$ cat src/rtl/tlb_pkg.sv
// Shared definitions for the translation buffer: way count, tree-bit
// width and the pseudo-LRU helper functions. Assumes exactly four ways.
package tlb_pkg;
    localparam int NWAYS  = 4;
    localparam int LRU_W  = 3;
    localparam int WAY_W  = 2;

    typedef logic [WAY_W-1:0] way_t;
    typedef logic [LRU_W-1:0] lru_t;

    // Way named by the tree bits when the set is full.
    function automatic way_t plru_victim(input lru_t b);
        return b[0] ? {1'b1, b[2]} : {1'b0, b[1]};
    endfunction

    // Tree bits after way w is accessed: point away from w.
    function automatic lru_t plru_touch(input lru_t b, input way_t w);
        lru_t r;
        r    = b;
        r[0] = ~w[1];
        if (w[1]) r[2] = ~w[0];
        else      r[1] = ~w[0];
        return r;
    endfunction

    // Lowest-numbered clear bit of a validity vector.
    function automatic way_t lowest_free(input logic [NWAYS-1:0] v);
        way_t r;
        r = '0;
        for (int i = NWAYS - 1; i >= 0; i--) begin
            if (!v[i]) r = way_t'(i);
        end
        return r;
    endfunction

    // Index of the set bit of a one-hot vector (zero if none).
    function automatic way_t onehot_index(input logic [NWAYS-1:0] v);
        way_t r;
        r = '0;
        for (int i = 0; i < NWAYS; i++) begin
            if (v[i]) r = r | way_t'(i);
        end
        return r;
    endfunction
endpackage

$ cat src/rtl/tlb_way_array.sv
// One way of the translation buffer: a valid bit, tag, frame number and
// attributes per set. It has two read ports, one for lookups and one for
// probing the fill set, and one write port. Assumes the caller has
// already masked wr_en with flush.
module tlb_way_array #(
    parameter  int SETS   = 8,
    parameter  int TAG_W  = 17,
    parameter  int PFN_W  = 20,
    parameter  int ATTR_W = 8,
    localparam int IDX_W  = $clog2(SETS)
) (
    input  logic              clk,
    input  logic              rst_n,
    input  logic              flush,
    input  logic              wr_en,
    input  logic [IDX_W-1:0]  wr_idx,
    input  logic [TAG_W-1:0]  wr_tag,
    input  logic [PFN_W-1:0]  wr_pfn,
    input  logic [ATTR_W-1:0] wr_attr,
    input  logic [IDX_W-1:0]  rd_idx,
    input  logic [TAG_W-1:0]  rd_tag,
    output logic              rd_match,
    output logic [PFN_W-1:0]  rd_pfn,
    output logic [ATTR_W-1:0] rd_attr,
    input  logic [IDX_W-1:0]  pr_idx,
    input  logic [TAG_W-1:0]  pr_tag,
    output logic              pr_valid,
    output logic              pr_match
);
    logic [SETS-1:0]   valid_q;
    logic [TAG_W-1:0]  tag_q  [SETS];
    logic [PFN_W-1:0]  pfn_q  [SETS];
    logic [ATTR_W-1:0] attr_q [SETS];

    // Valid bits: cleared by reset or flush, set by a write.
    always_ff @(posedge clk) begin
        if (!rst_n || flush) valid_q <= '0;
        else if (wr_en)      valid_q[wr_idx] <= 1'b1;
    end

    // Payload storage, written without reset.
    always_ff @(posedge clk) begin
        if (wr_en) begin
            tag_q[wr_idx]  <= wr_tag;
            pfn_q[wr_idx]  <= wr_pfn;
            attr_q[wr_idx] <= wr_attr;
        end
    end

    // Lookup read port.
    always_comb begin
        rd_match = valid_q[rd_idx] && (tag_q[rd_idx] == rd_tag);
        rd_pfn   = pfn_q[rd_idx];
        rd_attr  = attr_q[rd_idx];
    end

    // Fill probe port.
    always_comb begin
        pr_valid = valid_q[pr_idx];
        pr_match = valid_q[pr_idx] && (tag_q[pr_idx] == pr_tag);
    end
endmodule

$ cat src/rtl/tlb_repl.sv
// Replacement control: keeps 3 tree pseudo-LRU bits per set and picks
// the way a fill writes. An existing copy of the page comes first, then
// the lowest invalid way, then the tree victim. Assumes hit_en and
// fill_en are already masked with flush.
module tlb_repl import tlb_pkg::*; #(
    parameter  int SETS  = 8,
    localparam int IDX_W = $clog2(SETS)
) (
    input  logic             clk,
    input  logic             rst_n,
    input  logic             flush,
    input  logic             hit_en,
    input  logic [IDX_W-1:0] hit_idx,
    input  way_t             hit_way,
    input  logic             fill_en,
    input  logic [IDX_W-1:0] fill_idx,
    input  logic [NWAYS-1:0] fill_valid,
    input  logic [NWAYS-1:0] fill_match,
    output way_t             fill_way
);
    lru_t lru_q [SETS];
    lru_t lru_d [SETS];

    // Way selection for a fill.
    always_comb begin
        if (|fill_match)       fill_way = onehot_index(fill_match);
        else if (!(&fill_valid)) fill_way = lowest_free(fill_valid);
        else                   fill_way = plru_victim(lru_q[fill_idx]);
    end

    // Next tree bits: hit update first, then fill update.
    always_comb begin
        for (int s = 0; s < SETS; s++) lru_d[s] = lru_q[s];
        if (hit_en)  lru_d[hit_idx]  = plru_touch(lru_d[hit_idx], hit_way);
        if (fill_en) lru_d[fill_idx] = plru_touch(lru_d[fill_idx], fill_way);
    end

    // Tree-bit registers, cleared by reset or flush.
    always_ff @(posedge clk) begin
        for (int s = 0; s < SETS; s++) begin
            if (!rst_n || flush) lru_q[s] <= '0;
            else                 lru_q[s] <= lru_d[s];
        end
    end
endmodule

$ cat src/rtl/tlb_xlat.sv
// Top of the translation buffer: four way arrays, a combinational hit
// mux and the replacement control. Lookups answer in the same cycle.
// Assumes fills come from a page walker after a miss.
module tlb_xlat import tlb_pkg::*; #(
    parameter int SETS   = 8,
    parameter int VPN_W  = 20,
    parameter int PFN_W  = 20,
    parameter int ATTR_W = 8
) (
    input  logic              clk,
    input  logic              rst_n,
    input  logic              flush,
    input  logic              lk_valid,
    input  logic [VPN_W-1:0]  lk_vpn,
    output logic              lk_hit,
    output logic [PFN_W-1:0]  lk_pfn,
    output logic [ATTR_W-1:0] lk_attr,
    input  logic              fill_en,
    input  logic [VPN_W-1:0]  fill_vpn,
    input  logic [PFN_W-1:0]  fill_pfn,
    input  logic [ATTR_W-1:0] fill_attr
);
    localparam int IDX_W = $clog2(SETS);
    localparam int TAG_W = VPN_W - IDX_W;

    logic [IDX_W-1:0]  lk_idx, fl_idx;
    logic [TAG_W-1:0]  lk_tag, fl_tag;
    logic              fill_go;
    logic [NWAYS-1:0]  way_match, hit_vec, fl_valid_vec, fl_match_vec;
    logic [PFN_W-1:0]  way_pfn  [NWAYS];
    logic [ATTR_W-1:0] way_attr [NWAYS];
    way_t              hit_way, fill_way;

    assign lk_idx  = lk_vpn[IDX_W-1:0];
    assign lk_tag  = lk_vpn[VPN_W-1:IDX_W];
    assign fl_idx  = fill_vpn[IDX_W-1:0];
    assign fl_tag  = fill_vpn[VPN_W-1:IDX_W];
    assign fill_go = fill_en && !flush;

    for (genvar w = 0; w < NWAYS; w++) begin : g_way
        tlb_way_array #(
            .SETS(SETS), .TAG_W(TAG_W), .PFN_W(PFN_W), .ATTR_W(ATTR_W)
        ) u_way (
            .clk      (clk),
            .rst_n    (rst_n),
            .flush    (flush),
            .wr_en    (fill_go && (fill_way == way_t'(w))),
            .wr_idx   (fl_idx),
            .wr_tag   (fl_tag),
            .wr_pfn   (fill_pfn),
            .wr_attr  (fill_attr),
            .rd_idx   (lk_idx),
            .rd_tag   (lk_tag),
            .rd_match (way_match[w]),
            .rd_pfn   (way_pfn[w]),
            .rd_attr  (way_attr[w]),
            .pr_idx   (fl_idx),
            .pr_tag   (fl_tag),
            .pr_valid (fl_valid_vec[w]),
            .pr_match (fl_match_vec[w])
        );
    end

    // Qualify way matches with the request and the flush override.
    assign hit_vec = way_match & {NWAYS{lk_valid && !flush}};
    assign lk_hit  = |hit_vec;
    assign hit_way = onehot_index(hit_vec);

    // AND-OR mux of the matching way's payload; zero on miss.
    always_comb begin
        lk_pfn  = '0;
        lk_attr = '0;
        for (int w = 0; w < NWAYS; w++) begin
            lk_pfn  = lk_pfn  | (way_pfn[w]  & {PFN_W{hit_vec[w]}});
            lk_attr = lk_attr | (way_attr[w] & {ATTR_W{hit_vec[w]}});
        end
    end

    tlb_repl #(.SETS(SETS)) u_repl (
        .clk        (clk),
        .rst_n      (rst_n),
        .flush      (flush),
        .hit_en     (lk_hit),
        .hit_idx    (lk_idx),
        .hit_way    (hit_way),
        .fill_en    (fill_go),
        .fill_idx   (fl_idx),
        .fill_valid (fl_valid_vec),
        .fill_match (fl_match_vec),
        .fill_way   (fill_way)
    );
endmodule

$ cat config.mk
export PLATFORM = sky130hd
export DESIGN_NAME = tlb_xlat
export DESIGN_NICKNAME = d
export VERILOG_FILES = /design/src/rtl/tlb_pkg.sv /design/src/rtl/tlb_way_array.sv /design/src/rtl/tlb_repl.sv /design/src/rtl/tlb_xlat.sv
export SDC_FILE = /design/constraint.sdc
export NUM_CORES = 2
export LEC_CHECK = 0
export ABC_CLOCK_PERIOD_IN_PS = 7950
export BUFFER_PORTS_ARGS = -buffer_cell sky130_fd_sc_hd__buf_2
export CORE_ASPECT_RATIO = 2
export CORE_MARGIN = 1.5
export CORE_UTILIZATION = 60
export CTS_BUF_LIST = sky130_fd_sc_hd__clkbuf_4
export DETAILED_ROUTE_END_ITERATION = 7
export PLACE_DENSITY = 0.88
export SKIP_CTS_REPAIR_TIMING = 1
export SLEW_MARGIN = 20
export SYNTH_ARGS = -nofsm -noshare
export SYNTH_HDL_FRONTEND = slang
export SYNTH_SLANG_ARGS = --single-unit
$ cat constraint.sdc
create_clock -name clk -period 7.95 [get_ports clk]
set_input_delay 1.1925 -clock clk [delete_from_list [all_inputs] [get_ports clk]]
set_output_delay 1.1925 -clock clk [all_outputs]
set_load 0.01 [all_outputs]
Word-level counts from Yosys, hierarchy flattened --
Memory sizes are Yosys's and may differ from the RTL's. Cells that the tools add are included.
Storage, ports and cells: register bits 32, bits in writable memories 1464, bits of input ports 73, output and inout bits 29, logic and storage cells 164, memories kept 13
Memories:
- g_way[0].u_way.pfn_q | words 8, bits a word 20, rd ports 1, clocked after Yosys merged registers in 0, write ports 1, RTL line tlb_way_array.sv:32 | logic [PFN_W-1:0] pfn_q [SETS];
- g_way[1].u_way.pfn_q | words 8, bits a word 20, rd ports 1, clocked after Yosys merged registers in 0, write ports 1, RTL line tlb_way_array.sv:32
- g_way[2].u_way.pfn_q | words 8, bits a word 20, rd ports 1, clocked after Yosys merged registers in 0, write ports 1, RTL line tlb_way_array.sv:32
- g_way[3].u_way.pfn_q | words 8, bits a word 20, rd ports 1, clocked after Yosys merged registers in 0, write ports 1, RTL line tlb_way_array.sv:32
- g_way[0].u_way.tag_q | words 8, bits a word 17, rd ports 2, clocked after Yosys merged registers in 0, write ports 1, RTL line tlb_way_array.sv:31 | logic [TAG_W-1:0] tag_q [SETS];
- g_way[1].u_way.tag_q | words 8, bits a word 17, rd ports 2, clocked after Yosys merged registers in 0, write ports 1, RTL line tlb_way_array.sv:31
- +7 memories
Cells by class: order comparisons 7, eq/ne operators 11, muxes and demuxes 72, bitwise gates (word level) 33, reduce and logical (&&, ||, !) cells 24
Operators by type and width (count):
- $eq 17x17->1 | 8
- $and 20x20->20 | 4
- $or 20x20->20 | 3
- $or 8x8->8 | 7
- $bwmux 24 | 2
- $mux 24 | 2
- $mux 3 | 14
- $and 8x8->8 | 4
- $mux 1 | 30
- $bmux 1 s3 | 8
- $mux 2 | 11
- $bmux 3 s3 | 2
- $demux 3 s3 | 2
- $logic_and 1x1->1 | 17
- $ge 4x4->1 const B | 2
- $lt 3x4->1 const B | 2
- $lt 4x1->1 const B | 2
- $not 3->4 | 2
- $or 1x1->1 | 8
- $reduce_or 4->1 | 2
- $and 4x4->4 | 1
- $eq 2x2->1 const B | 2
- $not 1->1 | 4
- $reduce_and 4->1 | 1
- 6 further kinds | 7

Depth between registers and ports, before layout --
word-level depth 20, gate-level depth with buffers 18, gate-level depth less buffers 12

By module --
A second synthesis with hierarchy kept.
Second synthesis, totals: cell total of the unflattened synthesis 3160, area total of the unflattened synthesis 64302.9 um^2
Modules (own cells, without submodules):
- tlb_way_array | instances 4, cells an instance 697, area each 15318.4 um^2, sequential area each 10970.5 um^2
- tlb_repl | instances 1, cells an instance 261, area each 2103.3 um^2, sequential area each 480.5 um^2
- tlb_xlat | instances 1, cells an instance 111, area each 925.9 um^2, sequential area each 0.0 um^2

Worst setup path after synthesis --
No wires, ideal clock.
path type in2reg, start point input fill_vpn[2], end point memory g_way[3].u_way.attr_q[0][0], enable pin, library setup time 0.454 ns, data arrival time 5.956 ns, required time 7.496 ns, setup slack 1.540 ns, stages on the path 14, buffers on the path 5, cells stage by stage buf_2 > buf_1 > clkbuf_1 > mux4_2 > mux2i_1 > xor2_1 > o221ai_1 > nor4_1 > nand4_1 > o21ai_0 > a31o_2 > buf_2 > clkbuf_1 > nor2b_1
Between the ends: cells in the longest elaborated chain, start to end 12, elaborated cells on any way between the ends 37, those cells by class 5 x eq/ne; 20 x mux; 7 x reduce/logical; 5 x memory
RTL lines:
- start: declaration | RTL line tlb_xlat.sv:19 | input logic [VPN_W-1:0] fill_vpn,
- branches (longest 12 deep; another with $mem_v2 8x17)
- end: declaration | RTL line tlb_way_array.sv:33 | logic [ATTR_W-1:0] attr_q [SETS];
Several ways; the timed one is not identified. The select of a mux whose other input is x is not followed.

Worst setup path after layout --
start point input lk_vpn[1], end point output lk_pfn[19]
Between the ends: cells in the longest elaborated chain, start to end 8, elaborated cells on any way between the ends 32, those cells by class 4 x eq/ne; 8 x mux; 8 x bitwise; 4 x reduce/logical; 8 x memory
RTL lines:
- start: declaration | RTL line tlb_xlat.sv:14 | input logic [VPN_W-1:0] lk_vpn,
- $mem_v2 8x17 or $bmux 1 s3 (tied branches)
- $eq 17x17->1 or $mux 1 (tied branches) | RTL line tlb_way_array.sv:52 | rd_match = valid_q[rd_idx] && (tag_q[rd_idx] == rd_tag);
- $logic_and 1x1->1 | RTL line tlb_way_array.sv:52
- $and 4x4->4 | RTL line tlb_xlat.sv:65 | assign hit_vec = way_match & {NWAYS{lk_valid && !flush}};
- $and 20x20->20 | RTL line tlb_xlat.sv:74 | lk_pfn = lk_pfn | (way_pfn[w] & {PFN_W{hit_vec[w]}});
- $or 20x20->20 (2 in a row) | RTL line tlb_xlat.sv:74
- $or 20x20->20 (*) | RTL line tlb_xlat.sv:74
- end: declaration | RTL line tlb_xlat.sv:16 | output logic [PFN_W-1:0] lk_pfn,
Every way passes the cells marked *; elsewhere a longest branch is shown, timed or not. The select of a mux whose other input is x is not followed.

==> results.yml <==
run_status:
  status: "finished, violations left"
  violations: "design-rule violations"
yosys:
  synthArstFlopShare_pct: 0
  ys_ff_latch: 1496
  ys.flop_type: "edfxtp_1"
  synthTopCellsByArea: "edfxtp_1 (70%), o22ai_1 (5.6%), mux2i_1 (3.4%)"
  synth_area_per_cell_um2: 16.6
  synth_cells: 3700
  synth_top_area_cell: "edfxtp_1"
  ys_types: 77
  synth.most_common_cell: "edfxtp_1"
  synthTopCellsByCount: "edfxtp_1 (1440), o22ai_1 (547), mux2i_1 (209), clkbuf_1 (151), a221oi_1 (109)"
  synth_top_area_share_pct: 70.5
  seq_area_frac_synth_pct: 72.3
  netlist_area_mm2: 0.0613
  synth_edf_count: 1440
  mappedNetlistNets: 3773
  ys_warn_count: 0
cts:
  root_buffer: "clkbuf_4"
  cts.sinks: 1496
  cts_buffer_depth: 4
  tritoncts: "yes"
  htree_levels: 5
  clk_pin_slew_worst_paths_ns: 0.08
  clk_latency_ns: 1.34
  cts_buffers: 318
setup_path:
  endpoint_kind: "output pin"
  crit_path_max_incr_delay_ns: 1.11
  required_ns: 6.76
  path_cells: "buf_2 -> inv_2 -> nor2_1 -> a221oi_1 -> xnor2_1 -> nand4_1 -> or4_4 -> nor4_1 -> a21oi_1 -> o211ai_1 -> buf_2"
  critPathArrivalTime_ns: 6.27
  path_class: "primary input to output pin"
  cp_slowest_cell: "nor2_1"
  critical_path.max_fanout: 31
  timing.critical_path.mode_cell: "buf_2"
  startpoint_type: "primary input"
sta:
  slew_headroom_pct: 11.0
  fin_ws_ns: 0.485
  setup_violations: 0
  layout_min_cycle_time_ns: 7.47
  hold_viol_final: 0
  skew_ns: 0.134
  rsz0062_at_grt: "false"
  drv_slew: 0
  fmax_ghz: 0.134
  whs_ns: 0.337
  worstMarginPinSlew_ns: 1.33
  period_share_pct: 93.9
  tns_ns: 0
routing:
  ant_nets: 0
  viasPerCell: 7.78
  vias: 43800
  post-route-drc-count: 4
  drtIter0Drc: 7953
  drt-wirelength-per-cell_um: 41.3
  routed_wl_um: 232000
  dr.pass1.iters: 8
cells_and_area:
  drive_above_1_share_pct: 24.7
  nets: 4143
  final_cells: 5628
  areaGrowthSynthToFinish_pct: 12.3
global_route:
  grt_max_degree: 116
  grt_pass1_vias: 44000
  antenna_found_initial: 13
  overflow: 0
  grt_pass1_wl_um: 321000
  grt_usage_pct: 44.8
power_and_ir_drop:
  powerDensity_mw_per_mm2: 228
  p_leak_nw: 22.7
  max-vdd-ir-drop_mv: 0.203
  power_w: 0.0157
floorplan:
  die_width_um: 229
  die-area_mm2: 0.104
  io_pins: 102
  core_mm2: 0.101
  row_count: 165
  initial_core_util_pct: 60.6
  fp.dieH_um: 455
placement:
  portBuffers: 101
  hpwl_um: 139000
  dp_cells: 5086
  gp_congestion: 1.09
  preCtsSetupSlack_ns: 1.03
worst_hold_path:
  hp-class: "primary input to flop"
run:
  maxCapViolations: 0
## routing by layer
metal  wire length [um]  global-route usage [%]
met1              61600                    45.4
met2             107000                    69.5
met3              33500                    16.0
met4              30300                    47.3
met5                 69                   0.230
## flip-flops by register name, summed over array words and instances, names as in the netlist
register and flops:
g_way.u_way.pfn_q 640, g_way.u_way.tag_q 544, g_way.u_way.attr_q 256, g_way.u_way.valid_q 32, u_repl.lru_q 24
## placed cells by master (no fill, tap or decap), drive strengths merged, types with 48 or more instances in the layout
master and instances:
xnor2 82, a221oi 109, clkinv 84, a221o 51, clkbuf 439, dfxtp 56
or4 60, buf 310, mux2i 210, edfxtp 1440, mux4 95, nor2 66
a22oi 66, nand2 79, o22ai 547, nor4 70, mux2 109, o21ai 48
## worst max-delay path: cells and delay by family
family | cells | cell delay [ns]
xor+xnor | 1 | 0.29
simple gates | 4 | 2.78
compound gates | 3 | 0.77
buf+inv | 3 | 1.14
## cells by family (layout without fill, tap and decap cells)
kind of cell    Yosys count  after routing  share of synthesized area, %
flops                  1496           1496                          72.3
compound gates          966            966                          10.9
simple gates            417            417                          3.88
mux                     414            414                          8.97
buf+inv                 279            861                          2.09
xor+xnor                128            128                          1.83
other cells               0             10                             0
## layout make-up
cell class                      count  area (um2)
Sequential cell                  1496       44400
Fill cell                        6304       32300
Multi-Input combinational cell   1925       16100
Clock buffer                      436        3270
Timing Repair Buffer              313        2820
Tap cell                         1336        1670
Clock inverter                     96         562
Inverter                           16        60.1
Antenna cell                       10        25.0
## power by group
part / total, W / switching (W) / internal (W) / leakage (nW)
clock network: 0.00576 / 0.00299 / 0.00276 / 2.28
logic: 0.00126 / 0.000893 / 0.000368 / 7.00
registers: 0.00869 / 0.0000187 / 0.00867 / 13.4
## worst paths after layout
path,slack (ns),endpoint,startpoint,cells past startpoint
max,0.48,lk_pfn[19],lk_vpn[1],11
min reg2reg,0.50,g_way[0].u_way.valid_q[7],g_way[0].u_way.valid_q[7],1
max reg2reg,2.40,u_repl.lru_q[4][2],g_way[1].u_way.tag_q[7][11],12
min,0.34,g_way[2].u_way.tag_q[4][12],fill_vpn[15],1
## through the flow
step                      area [um2]  utilization [%]
after floorplan                61300                -
after global placement         64900             64.2
after detailed placement       64900             64.2
after CTS                      68800             68.0
after global routing           68900             68.1
final                          68900             68.1
Note: power is estimated with default switching activity, not from simulation.
